### src/rtl/dram_seq_pkg.sv
package dram_seq_pkg;

  typedef enum logic [2:0] {
    ST_IDLE, ST_ROW, ST_COL, ST_CEND, ST_OPEN, ST_PRE, ST_RFC, ST_RFR
  } seq_st_e;

  // Control register layout, bit 7 first
  typedef struct packed {
    logic       tpc;       // [7] two precharge states
    logic       burst;     // [6] page-mode bursts
    logic       ras_hold;  // [5] hold row open while idle
    logic       rf_lead;   // [4] extra CAS lead in refresh
    logic [1:0] shift;     // [3:2] row split at 8+shift
    logic [1:0] rf_wait;   // [1:0] refresh wait states
  } cfg_t;

  function automatic int unsigned split_bits(logic [1:0] s);
    return 32'd8 + 32'(s);
  endfunction

  function automatic logic [31:0] row_of(logic [31:0] a, logic [1:0] s);
    return a >> split_bits(s);
  endfunction

  function automatic logic [31:0] col_of(logic [31:0] a, logic [1:0] s);
    return a & ((32'd1 << split_bits(s)) - 32'd1);
  endfunction

endpackage

### src/rtl/dram_cfg_reg.sv
module dram_cfg_reg
  import dram_seq_pkg::*;
(
  input  logic       clk,
  input  logic       por_n,
  input  logic       hw_stby,
  input  logic       soft_rst,
  input  logic       wr_en,
  input  logic [7:0] wdata,
  output cfg_t       cfg,
  output logic [7:0] rdata
);
  logic [7:0] cfg_q;

  always_ff @(posedge clk or negedge por_n) begin
    if (!por_n)       cfg_q <= 8'h00;
    else if (hw_stby) cfg_q <= 8'h00;
    else if (wr_en)   cfg_q <= wdata;
  end

  assign cfg   = cfg_t'(cfg_q);
  assign rdata = cfg_q;

  assert_stby_clear_R1: assert property (@(posedge clk) disable iff (!por_n)
    hw_stby |=> (rdata == 8'h00))
    else $error("standby did not clear control register");

  assert_soft_keep_R2: assert property (@(posedge clk) disable iff (!por_n)
    (soft_rst && !wr_en && !hw_stby) |=> (rdata == $past(rdata)))
    else $error("manual reset altered control register");

endmodule

### src/rtl/dram_addr_mux.sv
module dram_addr_mux
  import dram_seq_pkg::*;
#(
  parameter int AW = 12,
  parameter int MA = 11
) (
  input  logic [AW-1:0] addr,
  input  logic [1:0]    shift,
  input  logic          sel_col,
  output logic [MA-1:0] mux_addr
);
  logic [31:0] part;

  assign part = sel_col ? col_of(32'(addr), shift) : row_of(32'(addr), shift);

  generate
    if (MA <= 32) begin : g_slice
      assign mux_addr = part[MA-1:0];
    end else begin : g_ext
      assign mux_addr = {{(MA-32){1'b0}}, part};
    end
  endgenerate

endmodule

### src/rtl/dram_seq_fsm.sv
module dram_seq_fsm
  import dram_seq_pkg::*;
#(
  parameter int AW = 12
) (
  input  logic          clk,
  input  logic          por_n,
  input  logic          sync_clr,
  input  cfg_t          cfg,
  input  logic          req,
  input  logic [AW-1:0] req_addr,
  input  logic          req_we,
  input  logic          rfsh_tick,
  output logic          accept,
  output logic          ras_n,
  output logic          cas_n,
  output logic          we_n,
  output logic          sel_col,
  output logic          ready,
  output logic          cap_en
);
  seq_st_e       state, nxt;
  logic [1:0]    cnt, cnt_nxt;
  logic          pend, we_q;
  logic [AW-1:0] open_row, row_now;
  logic          rf_want, enter_rf, row_hit;

  assign row_now  = AW'(row_of(32'(req_addr), cfg.shift));
  assign row_hit  = (row_now == open_row);
  assign rf_want  = pend | rfsh_tick;
  assign enter_rf = (state == ST_IDLE) && rf_want;

  always_comb begin
    nxt     = state;
    cnt_nxt = cnt;
    accept  = 1'b0;
    case (state)
      ST_IDLE: begin
        cnt_nxt = 2'd0;
        if (rf_want) nxt = ST_RFC;
        else if (req) begin
          nxt    = ST_ROW;
          accept = 1'b1;
        end
      end
      ST_ROW:  nxt = ST_COL;
      ST_COL:  nxt = ST_CEND;
      ST_CEND: begin
        cnt_nxt = 2'd0;
        nxt     = cfg.burst ? ST_OPEN : ST_PRE;
      end
      ST_OPEN: begin
        cnt_nxt = 2'd0;
        if (rf_want) nxt = ST_PRE;
        else if (req && row_hit) begin
          nxt    = ST_COL;
          accept = 1'b1;
        end else if (req || !cfg.ras_hold) nxt = ST_PRE;
      end
      ST_PRE: begin
        if (cnt == {1'b0, cfg.tpc}) begin
          nxt     = ST_IDLE;
          cnt_nxt = 2'd0;
        end else cnt_nxt = cnt + 2'd1;
      end
      ST_RFC: begin
        if (cnt == {1'b0, cfg.rf_lead}) begin
          nxt     = ST_RFR;
          cnt_nxt = 2'd0;
        end else cnt_nxt = cnt + 2'd1;
      end
      ST_RFR: begin
        if (cnt == cfg.rf_wait) begin
          nxt     = ST_PRE;
          cnt_nxt = 2'd0;
        end else cnt_nxt = cnt + 2'd1;
      end
      default: nxt = ST_IDLE;
    endcase
  end

  always_ff @(posedge clk or negedge por_n) begin
    if (!por_n) begin
      state    <= ST_IDLE;
      cnt      <= 2'd0;
      pend     <= 1'b0;
      we_q     <= 1'b0;
      open_row <= '0;
    end else if (sync_clr) begin
      state <= ST_IDLE;
      cnt   <= 2'd0;
      pend  <= 1'b0;
    end else begin
      state <= nxt;
      cnt   <= cnt_nxt;
      pend  <= rf_want && !enter_rf;
      if (accept) begin
        open_row <= row_now;
        we_q     <= req_we;
      end
    end
  end

  always_comb begin
    ras_n   = 1'b1;
    cas_n   = 1'b1;
    sel_col = 1'b0;
    case (state)
      ST_ROW:  ras_n = 1'b0;
      ST_COL:  begin ras_n = 1'b0; cas_n = 1'b0; sel_col = 1'b1; end
      ST_CEND: ras_n = 1'b0;
      ST_OPEN: ras_n = 1'b0;
      ST_RFC:  cas_n = 1'b0;
      ST_RFR:  begin ras_n = 1'b0; cas_n = 1'b0; end
      default: ;
    endcase
  end

  assign we_n   = !((state == ST_COL) && we_q);
  assign ready  = (state == ST_CEND);
  assign cap_en = (state == ST_COL) && !we_q;

  assert_pre_min_R3: assert property (@(posedge clk) disable iff (!por_n)
    $rose(ras_n) |=> ras_n)
    else $error("RAS reopened without precharge");

  assert_pre_two_R3: assert property (@(posedge clk) disable iff (!por_n)
    ($rose(ras_n) && cfg.tpc) |=> (ras_n ##1 ras_n))
    else $error("two-state precharge cut short");

  assert_cbr_hold_R8: assert property (@(posedge clk) disable iff (!por_n)
    (!cas_n && ras_n && !sync_clr) |=> !cas_n)
    else $error("CAS released before RAS in refresh");

  assert_ready_pulse_R10: assert property (@(posedge clk) disable iff (!por_n)
    ready |=> !ready)
    else $error("ready longer than one cycle");

  assert_write_in_col_R10: assert property (@(posedge clk) disable iff (!por_n)
    !we_n |-> (!cas_n && !ras_n))
    else $error("write strobe outside column state");

endmodule

### src/rtl/dram_seq_top.sv
module dram_seq_top
  import dram_seq_pkg::*;
#(
  parameter int AW = 12,
  parameter int DW = 16,
  parameter int MA = 11
) (
  input  logic          clk,
  input  logic          por_n,
  input  logic          hw_stby,
  input  logic          soft_rst,
  input  logic          cfg_we,
  input  logic [7:0]    cfg_wdata,
  output logic [7:0]    cfg_rdata,
  input  logic          req,
  input  logic [AW-1:0] req_addr,
  input  logic          req_we,
  input  logic [DW-1:0] req_wdata,
  output logic          req_ready,
  output logic [DW-1:0] req_rdata,
  input  logic          rfsh_tick,
  output logic          ras_n,
  output logic          cas_n,
  output logic          we_n,
  output logic [MA-1:0] mem_addr,
  output logic [DW-1:0] mem_dq_out,
  output logic          mem_dq_oe,
  input  logic [DW-1:0] mem_dq_in
);
  cfg_t          cfg;
  logic          accept, sel_col, cap_en, sync_clr;
  logic [AW-1:0] lat_addr;
  logic [DW-1:0] lat_wdata, rdata_q;

  assign sync_clr = soft_rst | hw_stby;

  dram_cfg_reg u_cfg (
    .clk(clk), .por_n(por_n), .hw_stby(hw_stby), .soft_rst(soft_rst),
    .wr_en(cfg_we), .wdata(cfg_wdata), .cfg(cfg), .rdata(cfg_rdata)
  );

  dram_seq_fsm #(.AW(AW)) u_fsm (
    .clk(clk), .por_n(por_n), .sync_clr(sync_clr), .cfg(cfg),
    .req(req), .req_addr(req_addr), .req_we(req_we), .rfsh_tick(rfsh_tick),
    .accept(accept), .ras_n(ras_n), .cas_n(cas_n), .we_n(we_n),
    .sel_col(sel_col), .ready(req_ready), .cap_en(cap_en)
  );

  dram_addr_mux #(.AW(AW), .MA(MA)) u_mux (
    .addr(lat_addr), .shift(cfg.shift), .sel_col(sel_col), .mux_addr(mem_addr)
  );

  always_ff @(posedge clk or negedge por_n) begin
    if (!por_n) begin
      lat_addr  <= '0;
      lat_wdata <= '0;
      rdata_q   <= '0;
    end else begin
      if (accept) begin
        lat_addr  <= req_addr;
        lat_wdata <= req_wdata;
      end
      if (cap_en) rdata_q <= mem_dq_in;
    end
  end

  assign req_rdata  = rdata_q;
  assign mem_dq_out = lat_wdata;
  assign mem_dq_oe  = !we_n;

endmodule

### config.mk
export PLATFORM = sky130hd
export DESIGN_NAME = dram_seq_top
export DESIGN_NICKNAME = d
export VERILOG_FILES = /design/src/rtl/dram_seq_pkg.sv /design/src/rtl/dram_cfg_reg.sv /design/src/rtl/dram_addr_mux.sv /design/src/rtl/dram_seq_fsm.sv /design/src/rtl/dram_seq_top.sv
export SDC_FILE = /design/constraint.sdc
export NUM_CORES = 1
export LEC_CHECK = 0
export BUFFER_PORTS_ARGS = -buffer_cell sky130_fd_sc_hd__buf_2
export CORE_MARGIN = 2
export CORE_UTILIZATION = 30
export DETAILED_ROUTE_END_ITERATION = 12
export GPL_TIMING_DRIVEN = 0
export PLACE_DENSITY = 0.56
export SLEW_MARGIN = 30
export SYNTH_ARGS = -nofsm -noshare
export SYNTH_HDL_FRONTEND = slang
export SYNTH_SLANG_ARGS = --single-unit
### constraint.sdc
create_clock -name clk -period 2.2 [get_ports clk]
set_clock_uncertainty 0.15 [all_clocks]
set_input_delay 0.11 -clock clk [delete_from_list [all_inputs] [get_ports clk]]
set_output_delay 0.11 -clock clk [all_outputs]
set_load 0.005 [all_outputs]
After elaboration in Yosys (flattened, before gate mapping)
Cells that the tools add are included.
{ "op_classes": {"reduce_logical": 18, "bitwise_logic": 4, "shift": 3, "eq_ne": 16, "add_sub_neg": 3, "muxes": 28} }
{ "ops": {"columns": ["op", "n"], "rows": [
  ["$shr 12x32->12", 1],
  ["$mux 3", 9],
  ["$pmux 3 s8", 1],
  ["$mux 8", 2],
  ["$eq 12x12->1", 1],
  ["$eq 3x3->1 const B", 4],
  ["$shr 12x5->11", 1],
  ["$and 11x11->11", 1],
  ["$mux 11", 1],
  ["$shl 1x5->11 const A", 1],
  ["$sub 11x1->11 const B", 1],
  ["$mux 1", 9],
  ["$ne 3x2->1 const B", 3],
  ["$mux 2", 4],
  ["$pmux 2 s4", 1],
  ["$eq 3x2->1 const B", 2],
  ["$reduce_or 3->1", 2],
  ["$add 4x2->5 const A", 1],
  ["$logic_and 1x1->1", 5],
  ["$ne 5x2->1 const B", 1],
  ["$reduce_and 5->1", 1],
  ["$reduce_bool 5->1", 1],
  ["$reduce_or 5->1", 1],
  ["$eq 2x1->1", 2],
  ["other kinds (12)", 16]
]} }
{ "totals": {"regBits": 71, "input_bits": 60, "out_inout_bits": 56, "elab_cells": 81} }

Logic depth before layout (Yosys ltp)
Gate-level depths: netlist of run 1.
{ "depth": {"ltp_word": 8, "mapped_depth": 9} }

Cells and area by module
A second synthesis of run 1 with hierarchy kept.
{ "hier_totals": {"hier_cells": 249, "area_unflattened_um2": 3209.3} }
{ "by_module_without_submodules": {"columns": ["mod", "area_per_inst_um2", "n_inst", "cells_each"], "rows": [
  ["dram_seq_top", 1793.0, 1, 95],
  ["dram_seq_fsm", 874.6, 1, 93],
  ["dram_cfg_reg", 385.4, 1, 34],
  ["dram_addr_mux", 156.4, 1, 27]
]} }

Least setup slack after synthesis of run 1
No wires, ideal clock.
{ "synth_timing": {"kind": "register to register", "startpoint": "register u_cfg.cfg_q[2], in the netlist u_cfg.cfg[2]", "endpoint": "register lat_addr[0]", "path_stages_with_launch": 10, "setup_ps": 125, "arrival_ps": 2173, "path_slack_ps": -248, "period_less_slack_ps": 2448, "required_time_ps": 1925, "path_cell_list": "dfrtp_1 -> buf_6 -> mux4_2 -> xnor2_1 -> and3_1 -> a31oi_1 -> nand2b_1 -> buf_6 -> buf_12 -> mux2_4"} }
{ "synth_between": {"elab_chain_cells": 7} }
{ "synth_lines": {"columns": ["item", "line", "source"], "rows": [
  ["from (decl)", "dram_cfg_reg.sv:13", "logic [7:0] cfg_q;"],
  ["from (signal assigned)", "dram_cfg_reg.sv:18", "else if (wr_en) cfg_q <= wdata;"],
  ["$add 4x2->5", "dram_seq_pkg.sv:18", "return 32'd8 + 32'(s);"],
  ["$shr 12x32->12", "dram_seq_pkg.sv:22", "return a >> split_bits(s);"],
  ["$eq 12x12->1", "dram_seq_fsm.sv:29", "assign row_hit = (row_now == open_row);"],
  ["$logic_and 1x1->1", "dram_seq_fsm.sv:55", "else if (req && row_hit) begin"],
  ["$mux 1", "dram_seq_fsm.sv:55", null],
  ["$mux 1", "dram_seq_fsm.sv:54", "if (rf_want) nxt = ST_PRE;"],
  ["$pmux 1 s2", "dram_seq_fsm.sv:37", "case (state)"],
  ["to (signal assigned)", "dram_seq_top.sv:60", "lat_addr <= req_addr;"],
  ["to (decl)", "dram_seq_top.sv:32", "logic [AW-1:0] lat_addr;"]
]} }
Every way passes these cells.
A chain may end at the register's enable or synchronous reset.

Final worst setup path of run 1
{ "layout_timing": {"startpoint": "register u_cfg.cfg_q[2], in the netlist u_cfg.cfg[2]", "endpoint": "register lat_wdata[4], in the netlist mem_dq_out[4]"} }
{ "layout_between": {"elab_chain_cells": 7} }
{ "layout_lines": {"columns": ["item", "line", "source"], "rows": [
  ["$add 4x2->5", "dram_seq_pkg.sv:18", null],
  ["$shr 12x32->12", "dram_seq_pkg.sv:22", null],
  ["$eq 12x12->1", "dram_seq_fsm.sv:29", null],
  ["$logic_and 1x1->1", "dram_seq_fsm.sv:55", null],
  ["$mux 1", "dram_seq_fsm.sv:55", null],
  ["$mux 1", "dram_seq_fsm.sv:54", null],
  ["$pmux 1 s2", "dram_seq_fsm.sv:37", null],
  ["to (signal assigned)", "dram_seq_top.sv:61", "lat_wdata <= req_wdata;"],
  ["to (decl)", "dram_seq_top.sv:33", "logic [DW-1:0] lat_wdata, rdata_q;"]
]} }
Every way passes these cells.

==> impl_results.rst, run 1 <==
.. list-table::
   :header-rows: 1

   * - Metric
     - Value
   * - GRT Util Overall
     - 15.2%
   * - Category of the critical setup timing path
     - flip-flop to flip-flop
   * - Synthesized-area fraction occupied by and/or/nand/nor cells
     - 11.0%
   * - Clock latency on the worst-skew pair
     - 0.34 ns
   * - Number of DRC violations after detailed-routing iteration 0
     - 94
   * - Post-detailed-route via-to-cell ratio
     - 4.55
   * - Drt total wl
     - 8660 um
   * - Number of antenna violations at the first check in global routing
     - 0
   * - CTS clock-pin slew for the worst setup and hold paths
     - 0.07 ns
   * - Mean cell area of the mapped netlist
     - 12.0 um^2
   * - Final setup violation count
     - 34
   * - Worst Path Arrival
     - 2.54 ns
   * - Sort of element at the start of the critical path
     - flip-flop
   * - Count of flip-flops with a built-in enable after synthesis
     - 0
   * - Adder and majority gate portion of the synthesized area
     - 0%
   * - Total of max-cap violations
     - 0
   * - Worst slew margin relative to its limit
     - 55.6%
   * - Min-Delay Path Class
     - input port to flip-flop
   * - Worst hold path depth
     - 2
   * - Routability-driven placement congestion ratio
     - 0.883
   * - Peak VDD IR
     - 371 uV
   * - Share of the synthesized netlist area taken by xor and xnor gates
     - 2.47%
   * - Worst EP required
     - 2.27 ns
   * - Post-DP HPWL
     - 5590 um
   * - Std-Cell Core Area
     - 0.0103 mm^2
   * - Critical Path Max Stage Delay
     - 0.54 ns
   * - I/O Buffers
     - 112
   * - Number of distinct library cells after synthesis
     - 43
   * - Final Non-Filler Cells
     - 595
   * - Clock tree from TritonCTS
     - yes
   * - Die area
     - 0.0115 mm^2
   * - Count of antenna diodes in the layout
     - 0
   * - Transition at the pin with the smallest max-transition slack
     - 0.667 ns
   * - Main combinational cell family by area after synthesis
     - multiplexers
   * - Number of global-route vias before repair
     - 2802
   * - Status
     - finished, violations left
   * - Die outline height
     - 107 um
   * - Share of flip-flops with an asynchronous set or reset after synthesis
     - 100%
   * - Effective utilization at floorplan
     - 30.9%
   * - Detailed-route DRC error count
     - 0
   * - Kind of end point of the critical path
     - flip-flop
   * - Dominant synthesized flop cell
     - sky130_fd_sc_hd__dfrtp_1
   * - Area leader, netlist
     - sky130_fd_sc_hd__dfrtp_1
   * - Worst-case hold path end point
     - u_cfg.cfg[5]
   * - Average wire per cell in the routed design
     - 14.6 um
   * - Leak pwr
     - 2.42 nW
   * - Number of clock buffers inserted by TritonCTS
     - 9
   * - Maximum buffer depth of the clock tree
     - 2
   * - Number of failing hold endpoints at the final stage
     - 0
   * - Number of nets in the layout
     - 515
   * - Worst flop-to-flop path startpoint
     - u_cfg.cfg[2]
   * - #FFs+latches synth
     - 63
   * - Share of synthesized area occupied by flip-flops and latches
     - 49.5%
   * - Share of cells above drive strength 1
     - 47.7%
   * - Area growth syn-to-layout
     - 56.4%
   * - Failing checks
     - negative setup slack
   * - Post-synthesis cell area
     - 0.00319 mm^2
   * - Chip Width
     - 107 um
   * - Cells taking the most area after synthesis
     - sky130_fd_sc_hd__dfrtp_1, sky130_fd_sc_hd__mux2_2, sky130_fd_sc_hd__mux2_4
   * - Synth cell count leaders
     - sky130_fd_sc_hd__dfrtp_1, sky130_fd_sc_hd__mux2_2, sky130_fd_sc_hd__nor2_1, sky130_fd_sc_hd__mux2_4, sky130_fd_sc_hd__mux2i_1
   * - Instance count of the mapped netlist
     - 265
   * - Series of cell instances along the critical path
     - buf_6, mux4_2, xnor2_2, and3_4, a31oi_4, nand2b_4, buf_12, mux2_4
   * - Max Slew Vio Count
     - 0
   * - I/O pin count
     - 116
   * - Highest attainable clock frequency
     - 405 MHz
   * - Warning count from the yosys run
     - 0
   * - Total power divided by cell area
     - 835 mW/mm^2
   * - Clock tree root buffer cell
     - sky130_fd_sc_hd__clkbuf_8
   * - Crit Reg-Reg Endpoint
     - mem_dq_out[4]
   * - Total via count in the routed design
     - 2709
   * - Cell with the most instances after synthesis
     - sky130_fd_sc_hd__dfrtp_1
   * - Worst-path cell with the longest stage delay
     - sky130_fd_sc_hd__mux4_2
   * - Sink count of the clock tree
     - 63
   * - Number of levels the H-tree was split into
     - 3
   * - Setup ws final
     - -0.270 ns
   * - Inst Count DP
     - 514
   * - Leftover overflow at the end of global routing
     - 0
   * - Worst reg2reg path depth
     - 8
   * - Worst-case register-to-register setup slack
     - -0.27 ns
   * - Antenna-violating nets left
     - 0
   * - Synthesized-area fraction occupied by ao, oa, aoi and oai cells
     - 6.79%
   * - Core occupancy in the finished layout
     - 48.3%
   * - Pre-Repair DR Iteration Count
     - 5
   * - Post-synth net total
     - 325
   * - Tcrit/Tclk final
     - 112%
   * - Largest net degree at the start of global routing
     - 34
   * - Global-route wire length before repair
     - 13600 um
   * - RSZ-0062 raised after global routing
     - true
   * - Start point of the worst hold path
     - hw_stby
   * - Time the worst path needs with I/O delays and setup
     - 2.47 ns
   * - Area share of the largest cell type after synthesis
     - 49.5%
   * - Number of cell rows
     - 37
   * - Share of cell area taken by muxes after synthesis
     - 25.7%
   * - Max Fanout on Critical Path
     - 10
cells in the final DEF (no fill, tap or decap), drive strengths merged, types with 3 or more instances in the layout:
master	n
o21ai	10
nor4	3
o211ai	3
nor2b	6
inv	6
mux2i	16
a31oi	4
mux2	50
nor3	5
xor2	3
a21oi	4
dlygate4sd3	57
nand2	14
and3	3
and2	4
buf	132
clkbuf	18
nor2	21
xnor2	6
dfrtp	63
metrics by stage:
stage	TNS, ns	setup slack (ns)	total power [mW]	area (um^2)	hold slack (ns)
5_1_grt	-10.91	-0.349	4.43	4990	0.0667
2_1_floorplan	-5.68	-0.201	2.41	3190	-0.336
3_5_place_dp	-16.37	-0.421	2.94	3950	-0.0590
6_report	-8.28	-0.270	4.16	4990	0.0630
3_3_place_gp	-22.26	-0.737	2.89	3920	0.192
4_1_cts	-9.71	-0.345	4.12	4840	0.0627
state kept, by name, indices dropped and copies added (netlist names):
name / count
u_fsm.state: 3
mem_dq_out: 16
u_fsm.pend: 1
req_rdata: 16
u_fsm.we_q: 1
u_cfg.cfg: 8
u_fsm.cnt: 2
u_fsm.open_row: 4
lat_addr: 12
power breakdown:
part           switching [mW]  internal, mW  total [mW]
registers               0.227          1.52        1.75
logic                   0.524         0.877        1.40
clock network           0.466         0.548        1.01
metal layers:
layer / vias up / wire length, um / track usage, %
met3: 6 / 541 / 5.05
met1: 1295 / 3830 / 19.0
met2: 95 / 4190 / 25.4
li1: 1313 / - / -
met4: 0 / 92 / 3.80
met5: - / 0 / 0
repair_timing:
| action | in CTS | in global routing |
|---|---|---|
| pin swaps | 1 | 10 |
| hold buffers | 57 | 0 |
| resized for setup | 17 | 36 |
| buffers inserted | 6 | 4 |
| setup endpoints to repair | 62 | 51 |
| endpoints found under the hold margin | 120 | 0 |
worst max-delay path by stage:
stage / start / cells past startpoint / endpoint
after floorplan: u_cfg.cfg[2] / 9 / lat_addr[0]
after global placement: u_fsm.state[2] / 6 / req_rdata[8]
after CTS: u_cfg.cfg[2] / 9 / lat_addr[8]
after detailed placement: u_fsm.state[2] / 6 / req_rdata[8]
after global routing: u_cfg.cfg[2] / 8 / mem_dq_out[7]
final: u_cfg.cfg[2] / 8 / mem_dq_out[4]
logic make-up (layout without fill, tap and decap cells):
kind of cell              Yosys count  count (layout)
AOI/OAI and AO/OA                  33              33
xor gates and xnor gates            9               9
buffers and inverters              24             218
DFF                                63              63
muxes                              67              67
and+or+nand+nor                    69              69
cell type report:
| class | count | area, um^2 |
|---|---|---|
| Timing Repair Buffer | 180 | 1250 |
| Fill cell | 950 | 5340 |
| Clock inverter | 5 | 58.8 |
| Sequential cell | 63 | 1580 |
| Buffer | 17 | 135 |
| Clock buffer | 10 | 138 |
| Inverter | 6 | 22.5 |
| Tap cell | 136 | 170 |
| Multi-Input combinational cell | 178 | 1630 |
critical path: cells and delay by family, from the launching register on:
kind            cells  cell delay, ns
mux                 2            0.84
compound gates      1            0.18
flops               1            0.37
simple gates        2            0.37
xor+xnor            1            0.16
buf+inv             2            0.28
Note: power is estimated with default switching activity, not from simulation.
==> inputs of run 2 (changes only) <==
- CTS_CLUSTER_SIZE: not set -> 12
- PLACE_DENSITY: 0.56 -> not set
- PLACE_DENSITY_LB_ADDON: not set -> 0.08
- SLEW_MARGIN: 30 -> 20
==> run 2 against run 1 <==
The flow still finishes with violations (negative setup slack). First-iteration DRC count decreased by 8.5%. Sequential share of layout area decreased by 0.50 points. Die area unchanged.
==> impl_results.rst, run 2 (synthesized netlist as in run 1, its figures left out) <==
.. list-table::
   :header-rows: 1

   * - Metric
     - Value
   * - Setup slack at placement
     - -0.761 ns
   * - I/O Buffers
     - 112
   * - Number of nets in the layout
     - 522
   * - RSZ-0062 raised after global routing
     - true
   * - Worst slew margin relative to its limit
     - 52.1%
   * - Kind of end point of the critical path
     - flip-flop
   * - Clock tree from TritonCTS
     - yes
   * - Max Fanout on Critical Path
     - 5
   * - Total power divided by cell area
     - 824 mW/mm^2
   * - Sort of element at the start of the critical path
     - flip-flop
   * - Chip Width
     - 107 um
   * - Sink count of the clock tree
     - 63
   * - Peak VDD IR
     - 458 uV
   * - Transition at the pin with the smallest max-transition slack
     - 0.718 ns
   * - Die area
     - 0.0115 mm^2
   * - Detailed-route DRC error count
     - 0
   * - Number of failing hold endpoints at the final stage
     - 0
   * - Worst Hold Margin
     - 0.0529 ns
   * - Count of antenna diodes in the layout
     - 0
   * - Number of antenna violations at the first check in global routing
     - 0
   * - Seq. cell area
     - 0.00158 mm^2
   * - Post-DP HPWL
     - 5760 um
   * - Setup TNS after final layout
     - -8.85 ns
   * - Tcrit/Tclk final
     - 115%
   * - Maximum buffer depth of the clock tree
     - 2
   * - Max Slew Vio Count
     - 0
   * - Share of cells above drive strength 1
     - 48.1%
   * - Time the worst path needs with I/O delays and setup
     - 2.52 ns
   * - Worst EP required
     - 2.26 ns
   * - Number of clock buffers inserted by TritonCTS
     - 9
   * - Global-route wire length before repair
     - 13800 um
   * - Area growth syn-to-layout
     - 58.9%
   * - Min-Delay Path Class
     - input port to flip-flop
   * - Area post-placement
     - 0.00394 mm^2
   * - Largest net degree at the start of global routing
     - 34
   * - Post-detailed-route via-to-cell ratio
     - 4.49
   * - Commonest cells after routing, fill and taps aside
     - sky130_fd_sc_hd__buf_2, sky130_fd_sc_hd__dfrtp_1, sky130_fd_sc_hd__dlygate4sd3_1
   * - Highest attainable clock frequency
     - 397 MHz
   * - Critical Path Max Stage Delay
     - 0.53 ns
   * - Number of global-route vias before repair
     - 2797
   * - Post-Layout Inst Area
     - 0.00507 mm^2
   * - Worst Path Arrival
     - 2.58 ns
   * - Total of max-cap violations
     - 0
   * - Leak pwr
     - 2.47 nW
   * - Commonest non-fill, non-tap cell in the layout
     - sky130_fd_sc_hd__buf_2
   * - Antenna-violating nets left
     - 0
   * - Clock tree root buffer cell
     - sky130_fd_sc_hd__clkbuf_8
   * - CTS clock-pin slew for the worst setup and hold paths
     - 0.08 ns
   * - Series of cell instances along the critical path
     - buf_6, mux4_2, xnor2_2, and3_1, a31oi_2, nand2b_4, buf_8, clkbuf_16, mux2_4
   * - Leftover overflow at the end of global routing
     - 0
   * - Effective utilization at floorplan
     - 30.9%
   * - Status
     - finished, violations left
   * - Average wire per cell in the routed design
     - 14.5 um
   * - I/O pin count
     - 116
   * - Routability-driven placement congestion ratio
     - 0.787
   * - Category of the critical setup timing path
     - flip-flop to flip-flop
   * - Std-Cell Core Area
     - 0.0103 mm^2
   * - Number of DRC violations after detailed-routing iteration 0
     - 86
   * - Clock latency on the worst-skew pair
     - 0.34 ns
   * - Final setup violation count
     - 33
   * - Number of cell rows
     - 37
   * - Worst-path cell with the longest stage delay
     - sky130_fd_sc_hd__mux4_2
   * - Drt total wl
     - 8730 um
   * - Final-layout fill cell count
     - 952
   * - Combined area of the multi-input logic cells
     - 0.00160 mm^2
   * - Pre-Repair DR Iteration Count
     - 4
   * - Number of levels the H-tree was split into
     - 3
   * - GRT Util Overall
     - 15.5%
   * - Die outline height
     - 107 um
   * - Total via count in the routed design
     - 2704
   * - Failing checks
     - negative setup slack
   * - Setup ws final
     - -0.320 ns
[run 2: area by class of cell]
type,instances,area share (%)
Inverter,6,0.445
Buffer,18,2.99
Tap cell,136,3.36
Timing Repair Buffer,186,26.5
Multi-Input combinational cell,178,31.6
Sequential cell,63,31.2
Clock buffer,12,3.06
Clock inverter,3,0.840
[run 2: power breakdown]
group	leakage, nW	switching [mW]	internal, mW
sequential	0.765	0.213	1.52
clock	0.0985	0.464	0.578
combinational	1.61	0.511	0.888
total	2.47	1.19	2.98
[run 2: per-stage QoR]
stage | std cells | total power, mW | utilization [%]
2_1_floorplan | 265 | 2.41 | -
3_3_place_gp | 513 | 2.90 | 38.0
3_5_place_dp | 514 | 2.93 | 38.2
4_1_cts | 592 | 4.16 | 47.1
5_1_grt | 602 | 4.47 | 49.1
6_report | 602 | 4.17 | 49.1
[run 2: worst max-delay path: cells and delay by family (launching register included)]
| kind | cells | cell delay [ns] |
|---|---|---|
| buffers and inverters | 3 | 0.41 |
| AND/OR/NAND/NOR | 2 | 0.35 |
| multiplexers | 2 | 0.82 |
| flip-flops | 1 | 0.36 |
| AO/OA/AOI/OAI | 1 | 0.14 |
| XOR/XNOR | 1 | 0.15 |
[run 2: routing by layer]
metal | wire, um | GRT usage [%] | share of wire [%]
met1 | 3970 | 19.7 | 45
met2 | 4210 | 25.4 | 48
met3 | 463 | 3.95 | 5.3
met4 | 87 | 5.66 | 1.0
met5 | 0 | 0 | 0
[run 2: path summary, 6_finish.rpt]
path                              start  slack, ns            to  cells past startpoint
min reg2reg                req_rdata[7]       0.35  req_rdata[7]                      1
max                        u_cfg.cfg[2]      -0.32   lat_addr[1]                      9
max in group asynchronous         por_n       1.27  req_rdata[0]                      3
min in group asynchronous         por_n       0.10    u_fsm.pend                      2
max reg2reg                u_cfg.cfg[2]      -0.32   lat_addr[1]                      9
min                        req_addr[11]       0.05  lat_addr[11]                      2
[run 2: timing repair]
action | in CTS | in global routing
gates cloned | 0 | 3
hold buffers | 56 | 0
endpoints found under the hold margin | 119 | 0
gates resized for setup | 26 | 21
endpoints found under the setup margin | 65 | 56
pin swaps | 2 | 10
setup buffers | 7 | 8
==> inputs of run 3 (changes only) <==
- PLACE_DENSITY: not set -> 0.64
- PLACE_DENSITY_LB_ADDON: 0.08 -> not set
==> run 3 against run 2 <==
The run still ends with negative setup slack left. First-iteration DRC count rose by 21%. Count of clock-buffer cells in the layout fell by 1. Design area rose by 1.7%. Fmax rose by 1.7%. Combinational power rose by 3%. Sequential power barely moved. Hold slack got worse by 0.052 ns.
==> impl_results.rst, run 3 (synthesized netlist as in run 1, its figures left out) <==
.. list-table::
   :header-rows: 1

   * - Metric
     - Value
   * - Status
     - finished, violations left
   * - Failing checks
     - negative setup slack
   * - Kind of end point of the critical path
     - flip-flop
   * - Share of cells above drive strength 1
     - 47.6%
   * - Category of the critical setup timing path
     - flip-flop to flip-flop
   * - Total via count in the routed design
     - 2865
   * - Worst-case register-to-register setup slack
     - -0.28 ns
   * - Sort of element at the start of the critical path
     - flip-flop
   * - Clock latency on the worst-skew pair
     - 0.34 ns
   * - RSZ-0062 raised after global routing
     - true
   * - Post-detailed-route via-to-cell ratio
     - 4.69
   * - Die outline height
     - 107 um
   * - Worst hold path depth
     - 2
   * - Worst-path cell with the longest stage delay
     - sky130_fd_sc_hd__dfrtp_1
   * - Largest net degree at the start of global routing
     - 43
   * - Area post-placement
     - 0.00395 mm^2
   * - Worst path bufs/invs
     - 4
   * - Number of DRC violations after detailed-routing iteration 0
     - 104
   * - I/O Buffers
     - 112
   * - Effective utilization at floorplan
     - 30.9%
   * - Worst Path Arrival
     - 2.55 ns
   * - Area growth syn-to-layout
     - 61.6%
   * - Series of cell instances along the critical path
     - buf_6, buf_4, nor2_2, a311oi_2, a31oi_2, a31oi_4, nand2b_4, buf_12, clkbuf_16, mux2_4
   * - Post-Layout Inst Area
     - 0.00515 mm^2
   * - Min-Delay Path Class
     - input port to flip-flop
   * - Maximum buffer depth of the clock tree
     - 2
   * - Total power of the final layout
     - 4.15 mW
   * - CTS clock-pin slew for the worst setup and hold paths
     - 0.07 ns
   * - Transition at the pin with the smallest max-transition slack
     - 0.562 ns
   * - Global-route wire length before repair
     - 14300 um
   * - Pre-Repair DR Iteration Count
     - 5
   * - Total of max-cap violations
     - 0
   * - Clock tree root buffer cell
     - sky130_fd_sc_hd__clkbuf_8
   * - Worst slew margin relative to its limit
     - 62.5%
   * - Delay-heaviest family, CP
     - compound AO/OA/AOI/OAI gates
   * - Detailed-route DRC error count
     - 0
   * - Peak VDD IR
     - 432 uV
   * - Final Non-Filler Cells
     - 611
   * - Leak pwr
     - 2.52 nW
   * - Worst-case hold path end point
     - lat_addr[11]
   * - Routability-driven placement congestion ratio
     - 0.862
   * - Crit Reg-Reg Endpoint
     - mem_dq_out[2]
   * - Clock tree from TritonCTS
     - yes
   * - Inst Count DP
     - 514
   * - Worst flop-to-flop path startpoint
     - u_cfg.cfg[2]
   * - Number of cell rows
     - 37
   * - Critical Path Max Stage Delay
     - 0.39 ns
   * - Commonest non-fill, non-tap cell in the layout
     - sky130_fd_sc_hd__buf_2
   * - Max Fanout on Critical Path
     - 7
   * - I/O pin count
     - 116
   * - Post-DP HPWL
     - 5390 um
   * - Total power divided by cell area
     - 805 mW/mm^2
   * - Average wire per cell in the routed design
     - 15.0 um
   * - Tcrit/Tclk final
     - 113%
   * - Leftover overflow at the end of global routing
     - 0
   * - Number of nets in the layout
     - 531
   * - Number of global-route vias before repair
     - 2989
   * - Worst EP required
     - 2.27 ns
   * - Start point of the worst hold path
     - req_addr[11]
   * - Sink count of the clock tree
     - 63
   * - GRT Util Overall
     - 15.9%
   * - Commonest cells after routing, fill and taps aside
     - sky130_fd_sc_hd__buf_2, sky130_fd_sc_hd__dlygate4sd3_1, sky130_fd_sc_hd__dfrtp_1
   * - Setup ws final
     - -0.277 ns
   * - Std-Cell Core Area
     - 0.0103 mm^2
   * - Worst reg2reg path depth
     - 10
   * - Max Slew Vio Count
     - 0
   * - Number of levels the H-tree was split into
     - 3
   * - Count of antenna diodes in the layout
     - 0
   * - Highest attainable clock frequency
     - 404 MHz
   * - Die area
     - 0.0115 mm^2
   * - Chip Width
     - 107 um
   * - Final setup violation count
     - 33
   * - Number of failing hold endpoints at the final stage
     - 0
   * - Drt total wl
     - 9140 um
   * - Number of antenna violations at the first check in global routing
     - 0
   * - Number of clock buffers inserted by TritonCTS
     - 9
   * - Antenna-violating nets left
     - 0
   * - Time the worst path needs with I/O delays and setup
     - 2.48 ns
## run 3: cell types whose count changed in the layout (fill, tap and decap cells not counted), sizes merged
cell,change
buf,+2
clkbuf,-2
clkinv,+1
dlygate4sd3,+8
## run 3: power breakdown
part	total (mW)	switching, mW	internal [mW]
Clock	0.973	0.459	0.514
Combinational	1.44	0.533	0.907
Sequential	1.73	0.215	1.52
## run 3: worst max-delay path by stage
stage	cells after the start	to	slack [ns]	start
2_1_floorplan	9	lat_addr[0]	-0.20	u_cfg.cfg[2]
3_3_place_gp	6	req_rdata[6]	-0.75	u_fsm.state[2]
3_5_place_dp	6	req_rdata[14]	-0.76	u_fsm.state[2]
4_1_cts	9	mem_dq_out[1]	-0.29	u_cfg.cfg[2]
5_1_grt	10	mem_dq_out[4]	-0.37	u_cfg.cfg[2]
6_report	10	mem_dq_out[2]	-0.28	u_cfg.cfg[2]
## run 3: through the flow
stage	setup WS [ns]	util (%)	hold slack, ns	TNS (ns)
floorplan	-0.201	-	-0.336	-5.68
finish	-0.277	49.9	0.000953	-8.04
CTS	-0.290	48.0	-0.0213	-8.67
global placement	-0.747	38.0	0.192	-21.03
global route	-0.365	49.9	0.0178	-11.13
detailed placement	-0.763	38.2	-0.122	-22.12
## run 3: repair_timing
action | 4_1_cts | 5_1_grt
resized for setup | 27 | 26
endpoints found under the setup margin | 65 | 49
hold endpoints to repair | 120 | 0
pin swaps | 2 | 6
gates cloned | 0 | 2
hold buffers | 64 | 0
setup buffers | 8 | 8
## run 3: area by class of cell
class | instances | area (um^2)
buffer | 18 | 153
clock buffer | 11 | 131
clock inverter | 4 | 47.5
fill | 929 | 5170
inverter | 6 | 22.5
multi-input combinational | 178 | 1620
sequential | 63 | 1580
tap | 136 | 170
timing repair buffer | 195 | 1430
## run 3: per-layer routing
layer | routed length, um | track usage (%) | share of wire (%)
met2 | 4670 | 27.8 | 51
met5 | 0 | 0 | 0
met1 | 3870 | 18.8 | 42
met4 | 98 | 4.17 | 1.1
met3 | 503 | 5.29 | 5.5
